## config.mk

```make
export PLATFORM = sky130hd
export DESIGN_NAME = ts_pid_filter
export DESIGN_NICKNAME = d
export VERILOG_FILES = /design/src/rtl/tsf_pkg.sv /design/src/rtl/tsf_cfg_regs.sv /design/src/rtl/tsf_pkt_track.sv /design/src/rtl/tsf_pid_match.sv /design/src/rtl/tsf_word_pack.sv /design/src/rtl/ts_pid_filter.sv
export SDC_FILE = /design/constraint.sdc
export NUM_CORES = 1
export LEC_CHECK = 0
export ABC_AREA = 1
export ABC_CLOCK_PERIOD_IN_PS = 1810
export BUFFER_PORTS_ARGS = -buffer_cell sky130_fd_sc_hd__buf_4
export CAP_MARGIN = 20
export CORE_MARGIN = 2
export CORE_UTILIZATION = 25
export DETAILED_ROUTE_END_ITERATION = 10
export SYNTH_ARGS = -nofsm -noshare
export SYNTH_HDL_FRONTEND = slang
export SYNTH_SLANG_ARGS = --single-unit
export TNS_END_PERCENT = 100
```

## constraint.sdc

```tcl
create_clock -name clk -period 1.81 [get_ports clk]
set_input_delay 0.4525 -clock clk [delete_from_list [all_inputs] [get_ports clk]]
set_output_delay 0.4525 -clock clk [all_outputs]
set_load 0.005 [all_outputs]
```

## src/rtl/tsf_pkg.sv

```systemverilog
package tsf_pkg;

    localparam int PKT_BYTES = 188;
    localparam logic [7:0] SYNC_BYTE = 8'h47;
    localparam int PID_W = 13;

    // Fixed bit positions inside a slot word
    localparam int BIT_BLOCK = 13;
    localparam int BIT_ORDER = 14;
    localparam int BIT_EN    = 15;
    localparam int BIT_PASS  = 16;

    localparam logic [31:0] SLOT_RESET = 32'h0000_1FFF;

    typedef logic [PID_W-1:0] pid_t;

    typedef struct packed {
        logic en;
        pid_t pid;
    } slot_t;

    typedef struct packed {
        logic pass_all;
        logic block_all;
        logic lsb_first;
    } gctl_t;

    function automatic logic [31:0] slot_wmask(input logic ctl_slot);
        return ctl_slot ? 32'h0001_FFFF : 32'h0000_9FFF;
    endfunction

    function automatic pid_t pid_from(input logic [7:0] hi, input logic [7:0] lo);
        return {hi[4:0], lo};
    endfunction

    function automatic logic [31:0] pack_word(input logic [7:0] a, input logic [7:0] b,
                                              input logic [7:0] c, input logic [7:0] d,
                                              input logic lsb_first);
        return lsb_first ? {d, c, b, a} : {a, b, c, d};
    endfunction

endpackage

```

## src/rtl/tsf_cfg_regs.sv

```systemverilog
module tsf_cfg_regs import tsf_pkg::*; #(
    parameter int NUM_SLOTS = 8,
    parameter int AW = 5
) (
    input  logic                         clk,
    input  logic                         rst,
    input  logic                         wr_en,
    input  logic [AW-1:0]                addr,
    input  logic [31:0]                  wdata,
    input  logic                         load,
    output logic [31:0]                  rdata,
    output slot_t [NUM_SLOTS-1:0]        slots,
    output gctl_t                        gctl
);
    localparam int SW = AW - 2;

    logic [NUM_SLOTS-1:0][31:0] shadow;
    logic [NUM_SLOTS-1:0][31:0] active;
    logic [SW-1:0]              sel;

    assign sel   = addr[AW-1:2];
    assign rdata = shadow[sel];

    always_ff @(posedge clk) begin
        if (rst) begin
            for (int i = 0; i < NUM_SLOTS; i++) begin
                shadow[i] <= SLOT_RESET;
                active[i] <= SLOT_RESET;
            end
        end else begin
            if (wr_en)
                shadow[sel] <= wdata & slot_wmask(sel == '0);
            if (load)
                active <= shadow;
        end
    end

    for (genvar g = 0; g < NUM_SLOTS; g++) begin : g_slot
        assign slots[g].en  = active[g][BIT_EN];
        assign slots[g].pid = active[g][PID_W-1:0];
    end

    assign gctl.pass_all  = active[0][BIT_PASS];
    assign gctl.block_all = active[0][BIT_BLOCK];
    assign gctl.lsb_first = active[0][BIT_ORDER];

    // the working copy only moves on a packet start
    assert_active_hold_R8: assert property (@(posedge clk) disable iff (rst)
        !load |=> $stable(active));

endmodule

```

## src/rtl/tsf_pkt_track.sv

```systemverilog
module tsf_pkt_track import tsf_pkg::*; (
    input  logic       clk,
    input  logic       rst,
    input  logic       in_valid,
    input  logic       in_sop,
    output logic       take,
    output logic [7:0] idx
);
    localparam logic [7:0] LAST_IDX = 8'(PKT_BYTES - 1);

    logic       busy;
    logic [7:0] cnt;

    assign take = in_valid && (in_sop || busy);
    assign idx  = in_sop ? 8'd0 : cnt;

    always_ff @(posedge clk) begin
        if (rst) begin
            busy <= 1'b0;
            cnt  <= 8'd0;
        end else if (in_valid && in_sop) begin
            busy <= 1'b1;
            cnt  <= 8'd1;
        end else if (take) begin
            cnt <= cnt + 8'd1;
            if (cnt == LAST_IDX)
                busy <= 1'b0;
        end
    end

    // inside a packet the position never runs past the last byte
    assert_count_range_R11: assert property (@(posedge clk) disable iff (rst)
        busy |-> (cnt != 8'd0 && cnt <= LAST_IDX));

endmodule

```

## src/rtl/tsf_pid_match.sv

```systemverilog
module tsf_pid_match import tsf_pkg::*; #(
    parameter int NUM_SLOTS = 8
) (
    input  slot_t [NUM_SLOTS-1:0] slots,
    input  gctl_t                 gctl,
    input  logic [7:0]            lead,
    input  pid_t                  pid,
    output logic                  keep
);
    logic [NUM_SLOTS-1:0] hit;
    logic                 sync_ok;

    for (genvar g = 0; g < NUM_SLOTS; g++) begin : g_cmp
        assign hit[g] = slots[g].en && (slots[g].pid == pid);
    end

    assign sync_ok = (lead == SYNC_BYTE);
    assign keep    = sync_ok && (gctl.pass_all || (!gctl.block_all && (|hit)));

endmodule

```

## src/rtl/tsf_word_pack.sv

```systemverilog
module tsf_word_pack import tsf_pkg::*; (
    input  logic        clk,
    input  logic        rst,
    input  logic        take,
    input  logic [7:0]  idx,
    input  logic [7:0]  data,
    input  logic        keep_now,
    input  logic        lsb_first,
    output logic [7:0]  lead_byte,
    output logic [7:0]  pid_byte,
    output logic        out_valid,
    output logic        out_sop,
    output logic [31:0] out_word
);
    logic       keep_q;
    logic [7:0] lane0, lane1, lane2;

    always_ff @(posedge clk) begin
        if (rst) begin
            keep_q    <= 1'b0;
            lead_byte <= 8'd0;
            pid_byte  <= 8'd0;
            lane0     <= 8'd0;
            lane1     <= 8'd0;
            lane2     <= 8'd0;
            out_valid <= 1'b0;
            out_sop   <= 1'b0;
            out_word  <= 32'd0;
        end else begin
            out_valid <= 1'b0;
            out_sop   <= 1'b0;
            if (take) begin
                if (idx == 8'd0) begin
                    lead_byte <= data;
                    keep_q    <= 1'b0;
                end else if (idx == 8'd1) begin
                    pid_byte <= data;
                end else if (idx == 8'd2) begin
                    keep_q <= keep_now;
                    lane0  <= lead_byte;
                    lane1  <= pid_byte;
                    lane2  <= data;
                end else if (keep_q) begin
                    case (idx[1:0])
                        2'd0: lane0 <= data;
                        2'd1: lane1 <= data;
                        2'd2: lane2 <= data;
                        default: begin
                            out_word  <= pack_word(lane0, lane1, lane2, data, lsb_first);
                            out_valid <= 1'b1;
                            out_sop   <= (idx == 8'd3);
                        end
                    endcase
                end
            end
        end
    end

    assert_sop_has_valid_R9: assert property (@(posedge clk) disable iff (rst)
        out_sop |-> out_valid);

    assert_word_follows_byte_R10: assert property (@(posedge clk) disable iff (rst)
        out_valid |-> $past(take));

    assert_sync_lead_R7: assert property (@(posedge clk) disable iff (rst)
        out_sop |-> ((lsb_first ? out_word[7:0] : out_word[31:24]) == SYNC_BYTE));

endmodule

```

## src/rtl/ts_pid_filter.sv

```systemverilog
module ts_pid_filter import tsf_pkg::*; #(
    parameter  int NUM_SLOTS = 8,
    localparam int CFG_AW    = $clog2(NUM_SLOTS) + 2
) (
    input  logic              clk,
    input  logic              rst,
    input  logic              in_valid,
    input  logic              in_sop,
    input  logic [7:0]        in_data,
    input  logic              cfg_wr,
    input  logic [CFG_AW-1:0] cfg_addr,
    input  logic [31:0]       cfg_wdata,
    output logic [31:0]       cfg_rdata,
    output logic              out_valid,
    output logic              out_sop,
    output logic [31:0]       out_word
);
    slot_t [NUM_SLOTS-1:0] slots;
    gctl_t                 gctl;
    logic                  take;
    logic [7:0]            idx;
    logic [7:0]            lead_byte;
    logic [7:0]            pid_byte;
    logic                  keep_now;
    logic                  pkt_load;

    assign pkt_load = in_valid && in_sop;

    tsf_cfg_regs #(.NUM_SLOTS(NUM_SLOTS), .AW(CFG_AW)) u_regs (
        .clk(clk), .rst(rst), .wr_en(cfg_wr), .addr(cfg_addr), .wdata(cfg_wdata),
        .load(pkt_load), .rdata(cfg_rdata), .slots(slots), .gctl(gctl)
    );

    tsf_pkt_track u_track (
        .clk(clk), .rst(rst), .in_valid(in_valid), .in_sop(in_sop),
        .take(take), .idx(idx)
    );

    tsf_pid_match #(.NUM_SLOTS(NUM_SLOTS)) u_match (
        .slots(slots), .gctl(gctl), .lead(lead_byte),
        .pid(pid_from(pid_byte, in_data)), .keep(keep_now)
    );

    tsf_word_pack u_pack (
        .clk(clk), .rst(rst), .take(take), .idx(idx), .data(in_data),
        .keep_now(keep_now), .lsb_first(gctl.lsb_first),
        .lead_byte(lead_byte), .pid_byte(pid_byte),
        .out_valid(out_valid), .out_sop(out_sop), .out_word(out_word)
    );

endmodule

```

Yosys cells after proc, flatten, opt, wreduce, memory -nomap -nowiden
Cells that the tools add are included.
{"block": "word_totals", "inputBits": 50, "word_cells": 119, "output_inout_bits": 66, "reg_bits": 469}
{"block": "op_classes", "add_sub_neg": 1, "muxes": 26, "magnitude_cmp": 2, "n_reduce_logical": 39, "bitwise_logic": 7, "eq_ne": 16}
{"operator": "256-bit bitwise mux", "n": 1}
{"operator": "13-bit == test", "n": 8}
{"operator": "32-bit binary-select mux with 3-bit select", "n": 1}
{"operator": "32-bit demux with 3-bit select", "n": 1}
{"operator": "32-bit 2-to-1 mux", "n": 3}
{"operator": "8-bit 2-to-1 mux", "n": 10}
{"operator": "32-bit AND", "n": 1}
{"operator": "17-bit 2-to-1 mux", "n": 1}
{"operator": "8-bit by 2-bit == test with 1-bit output (second input constant)", "n": 2}
{"operator": "5-bit AND reduction", "n": 3}
{"operator": "2-bit nonzero test", "n": 7}
{"operator": "1-bit logical AND", "n": 13}
{"operator": "1-bit 2-to-1 mux", "n": 9}
{"operator": "9-bit OR reduction", "n": 1}
{"operator": "8-bit by 1-bit adder with 8-bit output (second input constant)", "n": 1}
{"operator": "8-bit by 1-bit == test with 1-bit output (second input constant)", "n": 1}
{"operator": "8-bit by 7-bit == test with 1-bit output (second input constant)", "n": 1}
{"operator": "8-bit == test (second input constant)", "n": 1}
{"operator": "8-bit logical NOT", "n": 1}
{"operator": "8-bit OR reduction", "n": 1}
{"operator": "1-bit inverter", "n": 6}
{"operator": "3-bit AND reduction", "n": 2}
{"operator": "6-bit AND reduction", "n": 1}
{"operator": "6-bit OR reduction", "n": 1}
{"operator": "12 further kinds", "n": 14}

Depth between registers and ports, before layout
{"block": "logic_depth", "depth_word": 9, "ltp_mapped": 15, "mapped_depth_nobuf": 14}

Hierarchy
From an unflattened synthesis, not the netlist that was laid out.
{"block": "unflattened", "cells_unflattened": 2500, "hier_area_um2": 16378.2}
{"module": "tsf_cfg_regs", "seq_area_each_um2": 5024.8, "cells_per_inst": 1427, "instances": 1, "area_each_um2": 10152.2}
{"module": "tsf_word_pack", "seq_area_each_um2": 1501.4, "cells_per_inst": 495, "instances": 1, "area_each_um2": 3696.0}
{"module": "tsf_pid_match", "seq_area_each_um2": 0.0, "cells_per_inst": 492, "instances": 1, "area_each_um2": 1976.9}
{"module": "tsf_pkt_track", "seq_area_each_um2": 180.2, "cells_per_inst": 84, "instances": 1, "area_each_um2": 545.5}
{"module": "ts_pid_filter", "seq_area_each_um2": 0.0, "cells_per_inst": 2, "instances": 1, "area_each_um2": 7.5}

Least setup slack after synthesis
OpenSTA, ideal clock, no wires.
{"block": "synth_timing", "path_kind": "input port to flip-flop", "start": "in in_sop", "end": "reg u_pack.pid_byte[5]", "cell_stages": 10, "required_time_ns": 1.691, "setup_time_ns": 0.119, "path_buffers": 2, "t_arrival_ns": 1.803, "setup_slack_ns": -0.112, "path_cell_list": "nor2_1 > inv_1 > ha_1 > inv_1 > nand4_1 > or2_1 > buf_2 > buf_6 > o21ai_0 > a21oi_1"}
{"block": "synth_between", "elab_chain_cells": 4, "word_cells_on_any_way": 7, "classes_between": "eq/ne (1); mux (1); bitwise (1); reduce/logical (4)"}
{"item": "start, declared", "line": "ts_pid_filter.sv:8", "source": "input logic in_sop,"}
{"item": "8-bit 2-to-1 mux", "line": "tsf_pkt_track.sv:15", "source": "assign idx = in_sop ? 8'd0 : cnt;"}
{"item": "8-bit logical NOT", "line": "tsf_word_pack.sv:33", "source": "if (idx == 8'd0) begin"}
{"item": "1-bit inverter (no source line)"}
{"item": "3-bit AND reduction (no source line) (*)"}
{"item": "end signal, assigned", "line": "tsf_word_pack.sv:37", "source": "pid_byte <= data;"}
{"item": "end, declared", "line": "tsf_word_pack.sv:10", "source": "output logic [7:0] pid_byte,"}
Mark *: on every way between the ends. The rest lies on a longest branch, timed or not.
A chain may end at the register's enable or synchronous reset.

Worst setup path after layout
{"block": "layout_timing", "start": "reg u_regs.shadow[228] (netlist name)", "end": "out cfg_rdata[4]"}
{"block": "layout_between", "elab_chain_cells": 2}
{"item": "start, declared", "line": "tsf_cfg_regs.sv:17", "source": "logic [NUM_SLOTS-1:0][31:0] shadow;"}
{"item": "start signal, assigned by index", "line": "tsf_cfg_regs.sv:32", "source": "shadow[sel] <= wdata & slot_wmask(sel == '0);"}
{"item": "32-bit binary-select mux with 3-bit select", "line": "tsf_cfg_regs.sv:22", "source": "assign rdata = shadow[sel];"}
{"item": "32-bit 2-to-1 mux (not written as such)", "line": "tsf_cfg_regs.sv:22"}
{"item": "end, declared", "line": "ts_pid_filter.sv:13", "source": "output logic [31:0] cfg_rdata,"}
Every way passes these cells. The select of a mux whose other input is x is not followed.

==> key figures <==
Setup path
  – Max FO, Critical Path: 2
  – Startpoint types: register
  – Worst Setup End Kind: output port
  – CP Data Required Time: 1360 ps
  – Critical setup path kind: reg2out
  – Crit path arrival time: 1640 ps

Global route
  – Vias in the first global route: 13020
  – Antenna violations before repair: 2
  – First-pass GRT wire length: 79920 microns
  – Gr usage total: 0.1663
  – GRT overflow: 0
  – Pin count of the biggest net entering global routing: 66

Clock network
  – Clk sinks: 335
  – Worst-path clk slew: 60 ps
  – Root Driver: clkbuf_16
  – Hold Buf Count CTS: 0
  – Clock latency on the worst-skew pair: 550 ps
  – H-tree levels: 2
  – CTS max path bufs: 3
  – CTS tree: built
  – Num CTS Buffers: 35

Flow run
  – Max-cap violation count: 0

Die
  – Starting Density: 0.2534
  – Die height: 249.0 microns
  – Ports: 116
  – Die width: 249.0 microns
  – Row cnt: 89
  – Core Footprint: 59240 sq um
  – Area of the die: 62010 sq um

Routing
  – DR pass1 iterations: 6
  – Routed Antenna Nets: 0
  – DRC Markers: 0
  – Vias post-DR: 14930
  – Post-Route WL: 54580 microns
  – Wire per inst: 17.35 microns
  – DRT iter0 DRCs: 1400
  – Vias/cell: 4.745

Logic synthesis
  – Mean Syn Cell Area: 6.888 sq um
  – Mapped Cells: 2179
  – Seq/Total Area, Yosys: 0.4468
  – Mapped cell area: 15010 sq um
  – Unique masters post-synth: 35
  – Ys Warns: 0
  – Synth Register Bits: 335
  – Ys flop type: dfxtp_1
  – EDFF count, synth: 0
  – Ys async rst share: 0

Final layout
  – Nets: 2408
  – Final core occ: 0.3251
  – Fillers: 6380
  – ANT cells: 0
  – Non-filler cells, final: 3146
  – Fraction of layout cells with a size suffix above 1: 0.1972
  – Fin area: 19260 sq um
  – Area delta synth->final: 28.33%

Power
  – LEAKAGE: 8.846 nW
  – Tot Pwr: 16.86 mW
  – PwrDens: 875.5 nW/um^2
  – Worst vdd ir: 0.0006080 V

Place
  – Gp weighted congestion: 0.9086
  – Dpl hpwl: 39120 microns
  – # placed instances: 3048
  – Cell Area, Placed: 17380 sq um
  – IO buf count: 83

Timing
  – Final hold viol count: 0
  – Tcrit/Tclk final: 1.158
  – Max Fclk: 477.0 MHz
  – Clock skew: 21.76 ps
  – Setup slack after layout: -286.3 ps
  – Unrepaired setup endpoints after global routing: yes
  – Final Setup Violations: 18
  – Final min period: 2096 ps
  – Max-slew violations: 0
  – Fin Setup TNS: -3880 ps

Run status
  – Status: finished, violations left
  – Failing checks: negative setup slack

Min path
  – Worst hold path class: in2reg
==> critical path, stage by stage (launching register included) <==
cell and delay [ps]:
dfxtp_4 370, nor2_4 100, nor3_2 40, a221oi_2 160, o211ai_1 220, buf_4 200
==> Yosys cell counts, types with 18 or more instances <==
master	number	area share
nand2_1	643	0.16
dfxtp_1	335	0.45
nor2_1	231	0.058
inv_1	181	0.045
o21ai_0	173	0.058
a21oi_1	130	0.043
o211ai_1	122	0.061
nand3_1	117	0.039
clkbuf_1	87	0.022
nor3_1	26	0.0087
buf_2	24	0.0080
buf_4	18	0.0090
==> registers in the layout, indices dropped and copies added (netlist names) <==
register / flops
u_regs.gctl: 3
u_pack.pid_byte: 8
u_regs.shadow: 136
u_pack.lane1: 8
u_pack.out_word: 32
u_track.cnt: 8
u_pack.keep_q: 1
u_regs.slots: 112
u_pack.lane0: 8
u_pack.out_valid: 1
u_pack.lane2: 8
u_pack.out_sop: 1
u_pack.lead_byte: 8
u_track.busy: 1
==> cells by family after synthesis <==
logic type | after synthesis | synth area share
adder cells (fa/ha/maj) | 6 | 0.005002
flip-flops | 335 | 0.4468
other | 1 | 0.0002498
XOR/XNOR | 1 | 0.0005836
buffers and inverters | 353 | 0.09762
AO/OA/AOI/OAI | 452 | 0.1763
AND/OR/NAND/NOR | 1031 | 0.2734
==> cell type report <==
cell class,instances,area [sq um],share of cell area
Clock buffer,50,983.4,0.05106
Timing Repair inverter,1,7.507,0.0003897
Tap cell,773,967.2,0.05021
Clock inverter,8,86.33,0.004482
Timing Repair Buffer,275,2420,0.1256
Sequential cell,335,6778,0.3519
Multi-Input combinational cell,1509,7269,0.3774
Inverter,195,750.7,0.03897
==> per-stage QoR <==
stage	hold slack (ps)	worst slack (ps)
after global placement	423.5	-307.1
after CTS	135.9	-337.9
after detailed placement	422.8	-307.3
after floorplan	415.9	0.08316
final	144.7	-286.3
after global routing	149.4	-351.7
==> layer usage <==
layer | track usage | routed length (microns) | vias to the layer above
li1 | - | - | 7381
met1 | 0.2481 | 25550 | 6841
met2 | 0.2377 | 22760 | 631
met3 | 0.03501 | 4936 | 75
met4 | 0.04802 | 1329 | 0
met5 | 0 | 0 | -
==> where the power goes <==
| part | switching [mW] | total (mW) | internal (mW) |
|---|---|---|---|
| clock network | 3.11 | 7.05 | 3.94 |
| registers | 0.219 | 7.86 | 7.64 |
| logic | 1.22 | 1.96 | 0.733 |
| total | 4.56 | 16.9 | 12.3 |
==> timing repair <==
| action | 4_1_cts | 5_1_grt |
|---|---|---|
| endpoints found under the setup margin | 27 | 50 |
| gates cloned | 0 | 6 |
| pin swaps | 27 | 60 |
| gates resized for setup | 44 | 155 |
| setup buffers | 11 | 24 |
==> placed cells by master, fill, tap and decap left out, drive strengths merged, types with 26 or more instances in the layout <==
cell type  instances
inv              189
o21ai            186
clkbuf            51
o211ai           122
nand3            119
nand2            646
a21oi            130
nor2             235
nor3              26
dfxtp            335
buf              274
==> path summary, 6_finish.rpt <==
path / startpoint / endpoint / slack, ps / cells after the start
hold reg to reg: u_regs.shadow[240] / u_regs.shadow[240] / 430 / 2
hold / removal: rst / u_pack.keep_q / 140 / 2
setup reg to reg: u_track.cnt[4] / u_pack.lane1[1] / -10 / 11
setup / recovery: u_regs.shadow[228] / cfg_rdata[4] / -290 / 5
Note: power is estimated with default switching activity, not from simulation.
